File: src/rtl/sw_ctl_pkg.sv
package sw_ctl_pkg;

  typedef enum logic [1:0] {
    ST_READY   = 2'd0,
    ST_RUN     = 2'd1,
    ST_WAITREL = 2'd2
  } sw_state_e;

  typedef struct packed {
    sw_state_e nxt;
    logic      step;
  } sw_step_t;

  // Stopped state to land in, given the step button level.
  function automatic sw_state_e settle_stopped(input logic inc_lvl);
    return inc_lvl ? ST_WAITREL : ST_READY;
  endfunction

  // One controller transition. Clear is handled first, then the current state.
  function automatic sw_step_t fsm_step(input sw_state_e cur,
                                        input logic go, input logic halt,
                                        input logic bump, input logic wipe);
    sw_step_t r;
    r.nxt  = cur;
    r.step = 1'b0;
    if (wipe) begin
      r.nxt = settle_stopped(bump);
    end else begin
      case (cur)
        ST_READY: begin
          if (go) begin
            r.nxt = ST_RUN;
          end else if (bump) begin
            r.nxt  = ST_WAITREL;
            r.step = 1'b1;
          end
        end
        ST_RUN: begin
          if (halt) r.nxt = settle_stopped(bump);
        end
        ST_WAITREL: begin
          if (!bump) r.nxt = ST_READY;
        end
        default: r.nxt = ST_READY;
      endcase
    end
    return r;
  endfunction

  // True once a saturating gap counter has reached the limit.
  function automatic logic gap_elapsed(input logic [31:0] gap,
                                       input logic [31:0] limit);
    return gap >= limit;
  endfunction

endpackage

File: src/rtl/sw_ctl_fsm.sv
module sw_ctl_fsm
  import sw_ctl_pkg::*;
(
  input  logic      clk,
  input  logic      rst,
  input  logic      btn_start,
  input  logic      btn_stop,
  input  logic      btn_inc,
  input  logic      btn_clear,
  output sw_state_e state_q,
  output logic      run_en_q,
  output logic      inc_pulse_q,
  output logic      clr_q,
  output logic      clear_edge
);

  logic     clear_prev_q;
  sw_step_t step_d;

  assign step_d     = fsm_step(state_q, btn_start, btn_stop, btn_inc, btn_clear);
  assign clear_edge = btn_clear & ~clear_prev_q;

  always_ff @(posedge clk) begin
    if (rst) begin
      state_q      <= settle_stopped(btn_inc);
      run_en_q     <= 1'b0;
      inc_pulse_q  <= 1'b0;
      clr_q        <= 1'b0;
      clear_prev_q <= 1'b0;
    end else begin
      state_q      <= step_d.nxt;
      run_en_q     <= (step_d.nxt == ST_RUN);
      inc_pulse_q  <= step_d.step;
      clr_q        <= clear_edge;
      clear_prev_q <= btn_clear;
    end
  end

endmodule

File: src/rtl/sw_tick_gate.sv
module sw_tick_gate
  import sw_ctl_pkg::*;
#(
  parameter int MIN_TICK_GAP = 100000
) (
  input  logic clk,
  input  logic rst,
  input  logic tick_ms,
  input  logic running,
  input  logic wipe,
  output logic cnt_en_q,
  output logic tick_take
);

  localparam int GW = $clog2(MIN_TICK_GAP + 1);
  localparam logic [GW-1:0] GAP_SAT = GW'(MIN_TICK_GAP);

  logic [GW-1:0] gap_q;
  logic          gap_ok;

  assign gap_ok    = gap_elapsed(32'(gap_q), 32'(MIN_TICK_GAP));
  assign tick_take = tick_ms & running & ~wipe & gap_ok;

  always_ff @(posedge clk) begin
    if (rst) begin
      gap_q    <= GAP_SAT;
      cnt_en_q <= 1'b0;
    end else begin
      cnt_en_q <= tick_take;
      if (tick_take)          gap_q <= GW'(1);
      else if (!gap_ok)       gap_q <= gap_q + GW'(1);
    end
  end

endmodule

File: src/rtl/sw_button_ctrl.sv
module sw_button_ctrl
  import sw_ctl_pkg::*;
#(
  parameter int MIN_TICK_GAP = 100000
) (
  input  logic clk,
  input  logic rst,
  input  logic btn_start,
  input  logic btn_stop,
  input  logic btn_inc,
  input  logic btn_clear,
  input  logic tick_ms,
  output logic run_en,
  output logic inc_pulse,
  output logic clr,
  output logic cnt_en
);

  sw_state_e state_q;
  logic      clear_edge;
  logic      tick_take;
  logic      st_ready;

  assign st_ready = (state_q == ST_READY);

  sw_ctl_fsm u_fsm (
    .clk         (clk),
    .rst         (rst),
    .btn_start   (btn_start),
    .btn_stop    (btn_stop),
    .btn_inc     (btn_inc),
    .btn_clear   (btn_clear),
    .state_q     (state_q),
    .run_en_q    (run_en),
    .inc_pulse_q (inc_pulse),
    .clr_q       (clr),
    .clear_edge  (clear_edge)
  );

  sw_tick_gate #(.MIN_TICK_GAP(MIN_TICK_GAP)) u_gate (
    .clk       (clk),
    .rst       (rst),
    .tick_ms   (tick_ms),
    .running   (run_en),
    .wipe      (btn_clear),
    .cnt_en_q  (cnt_en),
    .tick_take (tick_take)
  );

endmodule

File: config.mk
export PLATFORM = sky130hd
export DESIGN_NAME = sw_button_ctrl
export DESIGN_NICKNAME = d
export VERILOG_FILES = /design/src/rtl/sw_ctl_pkg.sv /design/src/rtl/sw_ctl_fsm.sv /design/src/rtl/sw_tick_gate.sv /design/src/rtl/sw_button_ctrl.sv
export SDC_FILE = /design/constraint.sdc
export NUM_CORES = 1
export LEC_CHECK = 0
export BUFFER_PORTS_ARGS = -buffer_cell sky130_fd_sc_hd__buf_2
export CORE_ASPECT_RATIO = 1.2
export CORE_UTILIZATION = 30
export DETAILED_ROUTE_END_ITERATION = 16
export MAX_ROUTING_LAYER = met4
export PLACE_DENSITY = 0.55
export SYNTH_ARGS = -nofsm -noshare
export SYNTH_HDL_FRONTEND = slang
export SYNTH_SLANG_ARGS = --single-unit
File: constraint.sdc
create_clock -name clk -period 1.9 [get_ports clk]
set_input_delay 0.38 -clock clk [delete_from_list [all_inputs] [get_ports clk]]
set_output_delay 0.38 -clock clk [all_outputs]
set_load 0.005 [all_outputs]
Word-level counts from Yosys, hierarchy flattened
Cells that the tools add are included.
{"block": "op_classes", "n_eq_ne": 4, "n_lt_le_gt_ge": 1, "n_reduce_logical": 3, "n_bitwise": 7, "n_mux": 10, "addsub": 1}
{"op": "two-way mux 17 bit", "count": 2}
{"op": "adder 17 x 1 -> 17 bit (second input constant)", "count": 1}
{"op": "greater-or-equal comparator 17 bit (second input constant)", "count": 1}
{"op": "two-way mux 2 bit", "count": 6}
{"op": "one-hot mux 2 bit (3 select lines)", "count": 1}
{"op": "bitwise AND 1 bit", "count": 4}
{"op": "== test 2 x 1 -> 1 bit (second input constant)", "count": 2}
{"op": "OR reduction 4 bit", "count": 1}
{"op": "two-way mux 3 bit", "count": 1}
{"op": "NOT 1 bit", "count": 3}
{"op": "== test 2 bit (second input constant)", "count": 1}
{"op": "logical NOT 2 bit", "count": 1}
{"op": "inequality test 2 bit (second input constant)", "count": 1}
{"op": "OR reduction 2 bit", "count": 1}
{"block": "totals", "inputBits": 7, "ff_bits": 24}

Depth between registers and ports, before layout
{"block": "logic_depth", "word_depth": 5, "ltp_mapped": 5, "depth_no_buf": 5}

By module
Synthesis repeated with hierarchy kept, for this count alone.
{"block": "unflattened", "hier_cells": 157, "hier_area_um2": 1403.8}
{"mod": "sw_tick_gate", "cells_each": 137, "area_each_um2": 1184.9, "instances": 1, "seq_area_each_um2": 360.3}
{"mod": "sw_ctl_fsm", "cells_each": 20, "area_each_um2": 219.0, "instances": 1, "seq_area_each_um2": 120.1}

Least setup slack after synthesis
OpenSTA, ideal clock, no wires.
{"block": "synth_timing", "path_kind": "register -> register", "from": "reg u_gate.gap_q[11]", "to": "reg u_gate.gap_q[15]", "n_path_buf": 0, "arrival_time_ns": 1.454, "path_stages_with_launch": 5, "path_slack_ns": 0.330, "path_cell_list": "dfxtp_1 > nor4_4 > o211ai_2 > or3_1 > a31o_2"}
{"block": "synth_via", "elab_chain_len": 3}
{"item": "start: declaration", "line": "sw_tick_gate.sv:18", "source": "logic [GW-1:0] gap_q;"}
{"item": "start signal: assignment", "line": "sw_tick_gate.sv:31", "source": "else if (!gap_ok) gap_q <= gap_q + GW'(1);"}
{"item": "adder 17 x 1 -> 17 bit / greater-or-equal comparator 17 bit (equally long branches)", "line": "sw_tick_gate.sv:31, sw_ctl_pkg.sv:53"}
{"item": "two-way mux 17 bit / bitwise AND 1 bit (equally long branches)", "line": "sw_tick_gate.sv:31, sw_tick_gate.sv:22"}
{"item": "two-way mux 17 bit / inequality test 2 bit (equally long branches)"}
Several ways; a longest one is shown, not always the timed one. The select of a mux whose other input is x is not followed.
A chain may end at the register's enable or synchronous reset.

Worst setup path after layout
{"block": "layout_timing", "from": "reg u_gate.gap_q[11]", "to": "reg u_gate.gap_q[6]"}
{"block": "layout_via", "elab_chain_len": 3}
{"item": "greater-or-equal comparator 17 bit *", "line": "sw_ctl_pkg.sv:53", "source": "return gap >= limit;"}
{"item": "bitwise AND 1 bit", "line": "sw_tick_gate.sv:22", "source": "assign tick_take = tick_ms & running & ~wipe & gap_ok;"}
{"item": "OR reduction 2 bit (no line)"}
Every way passes the cells marked *; elsewhere a longest branch is shown, timed or not.

==> metrics.txt <==
outcome finished clean; worst hold path class in2reg; Post-CTS Hold Fix Bufs 0; CTS buffer count 3; post-route core utilization between 30 and 40%; Most used DFF post-synth dfxtp_1; worst clock skew 0.002330 ns; Post-synth top cells dfxtp_1 (24), a21oi_1 (13), o31ai_1 (10); Clock Pin Slew Worst Setup and Hold Paths 0.09 ns; share of cells above drive strength 1 between 15 and 20%; drt via density around 5.4; syn_nets 145; post-synth top area share 39.63%; static leakage 0.5019 nW; final critical-path required period 1.786 ns; Final Hold Viols 0; sequential area share after synthesis approximately 40%; switch share 29.65%; required time worst endpoint 2.09 ns; Cell Rows 24; Port Buffers 10; DIE WIDTH 60.03 µm; post-synthesis instance area 1212 µm²; post-synthesis register bit count 24; Final #Nets 157; pre-CTS setup slack -0.01096 ns; largest net degree at the start of global routing 17; number of synthesized flops with an enable pin 0; Slew @ Worst Pin approximately 0.53 ns; clock root buffer clkbuf_8; Die ar. 4301 µm²; DR WL/cell 13.42 µm; post-synth top area cell dfxtp_1; ANT cells 0; PostCTS Resize Cnt 1; maxcap violations 0; Critical Path Fanout Max 14; post-DP HPWL 1.996 mm; Area Overhead vs Synth 14.65%; first-pass detailed-route iteration total 4; worst endpoint data arrival time 1.98 ns; clock sinks 24; vias in the first global route approximately 1100; Highest Clock Rate 559.9 MHz; Cells after Synth about 140; Logic pwr share 21.8%; Internal 938.9 µW; starting density of the core 32.30%; WS Path Type reg2reg; Slew Limit Fails 0; global placer's final weighted congestion 0.7328; # Post-CTS Setup Buffers 0; Clk network pwr share roughly a third; CTS H-Tree Depth 1; Die Ht 71.64 µm; ANT nets after route 0; vias approximately 1100; Residual DRC 0; final worst path period share 94.01%; Rel. slew slack 64.70%; core area between 3000 and 4000 µm²; top cells by area, synth dfxtp_1 (40%), o31ai_1 (6.2%), or4_1 (5.6%); Worst setup SP type flop; initial antenna violation count 0; synth warn 0; count leader, synth dfxtp_1; total wire length approximately 2.7 mm; I/O pin total 11; Total Routing Usage GR 14.76%; Sequential Power Share roughly 45%; first-pass GRT wire length 4.774 mm; worst hold margin 0.3471 ns; final worst setup slack between 0.1 and 0.15 ns; clk_lat worst skew 0.26 ns; Post-synth ARST share 0%; Switch Pwr 395.8 µW; RSZ-0062 raised after global routing no; PD cells 960.2 nW/µm²; Max Root-Sink Buffers 2; global route total overflow 0; DRT iter0 DRCs between 60 and 70; Setup crit end kind flop; Netlist cell types 40; setup violators final 0; syn avg cell area 8.915 µm²; CTS tree yes; worst vdd ir 0.4162 mV
[per-stage QoR]
step                 TNS, ns  cells  total power, mW  cell area (µm²)
floorplan                  0    136           0.8278             1212
finish                     0    199            1.335             1390
global placement           0    195           0.8850             1316
CTS                        0    199            1.348             1390
global route               0    199            1.420             1390
detailed placement  -0.02137    195           0.8993             1316
[routing by layer]
metal | GRT usage, % | wire (µm) | up-vias
li1 | - | - | 556
met1 | 18.83 | 1244 | 516
met2 | 23.70 | 1349 | 10
met3 | 2.166 | 64 | 2
met4 | 4.651 | 12 | 0
met5 | - | 0 | -
[registers in the layout, summed over array words and instances, names as in the netlist]
signal              count
u_gate.gap_q           17
u_fsm.state_q           2
u_fsm.clear_prev_q      1
u_fsm.inc_pulse_q       1
u_fsm.clr_q             1
u_gate.cnt_en_q         1
u_fsm.run_en_q          1
[cells in the final DEF, fill, tap and decap left out, types with 2 or more instances in the layout]
| master | instances |
|---|---|
| dfxtp_1 | 24 |
| a21oi_1 | 13 |
| o31ai_1 | 10 |
| buf_2 | 10 |
| inv_1 | 9 |
| or4_1 | 9 |
| nand3_1 | 8 |
| nor2_1 | 5 |
| nand2_1 | 5 |
| nand4_1 | 4 |
| o21ai_0 | 4 |
| o2111ai_1 | 3 |
| nor4_1 | 3 |
| nor2b_1 | 3 |
| clkbuf_8 | 3 |
| and4_1 | 2 |
| o311ai_1 | 2 |
| o211ai_2 | 2 |
| or2_2 | 2 |
| a31o_2 | 2 |
| ha_1 | 2 |
[path summary, 6_finish.rpt]
path	startpoint	end	slack [ns]	cells after the start
worst min register to register	u_fsm.clear_prev_q	u_fsm.clr_q	0.39	1
worst min-delay path	btn_inc	u_fsm.inc_pulse_q	0.35	3
worst max register to register	u_gate.gap_q[11]	u_gate.gap_q[6]	0.11	4
worst max-delay path	u_gate.gap_q[11]	u_gate.gap_q[6]	0.11	4
[critical path, stage by stage (launching register included)]
cell and delay [ns]:
dfxtp_1 0.39, nor4_4 0.43, nor2_2 0.20, or4_1 0.54, a21oi_1 0.16
[power groups by stage]
stage               combinational, mW  sequential, mW  clock, mW
floorplan                       0.230           0.597          0
global placement                0.277           0.608          0
detailed placement              0.288           0.611          0
CTS                             0.291           0.598      0.458
global route                    0.340           0.606      0.474
finish                          0.291           0.599      0.444
[layout make-up]
| cell class | count | area (µm²) |
|---|---|---|
| Inverter | 9 | 33.78 |
| Multi-Input combinational cell | 99 | 681.9 |
| Timing Repair Buffer | 11 | 57.56 |
| Clock buffer | 3 | 41.29 |
| Clock inverter | 1 | 30.03 |
| Fill cell | 398 | 2364 |
| Tap cell | 52 | 65.06 |
| Sequential cell | 24 | 480.5 |
[cells by family (layout without fill, tap and decap cells)]
kind of cell,count (synthesis),in the layout,synth area share (%)
AOI/OAI and AO/OA,44,44,25.80
adders and majority gates,2,2,2.064
buffers and inverters,13,24,4.334
DFF,24,24,39.63
muxes,1,1,0.8256
and+or+nand+nor,52,52,27.35
No activity file was read; power rests on OpenSTA's default activity.
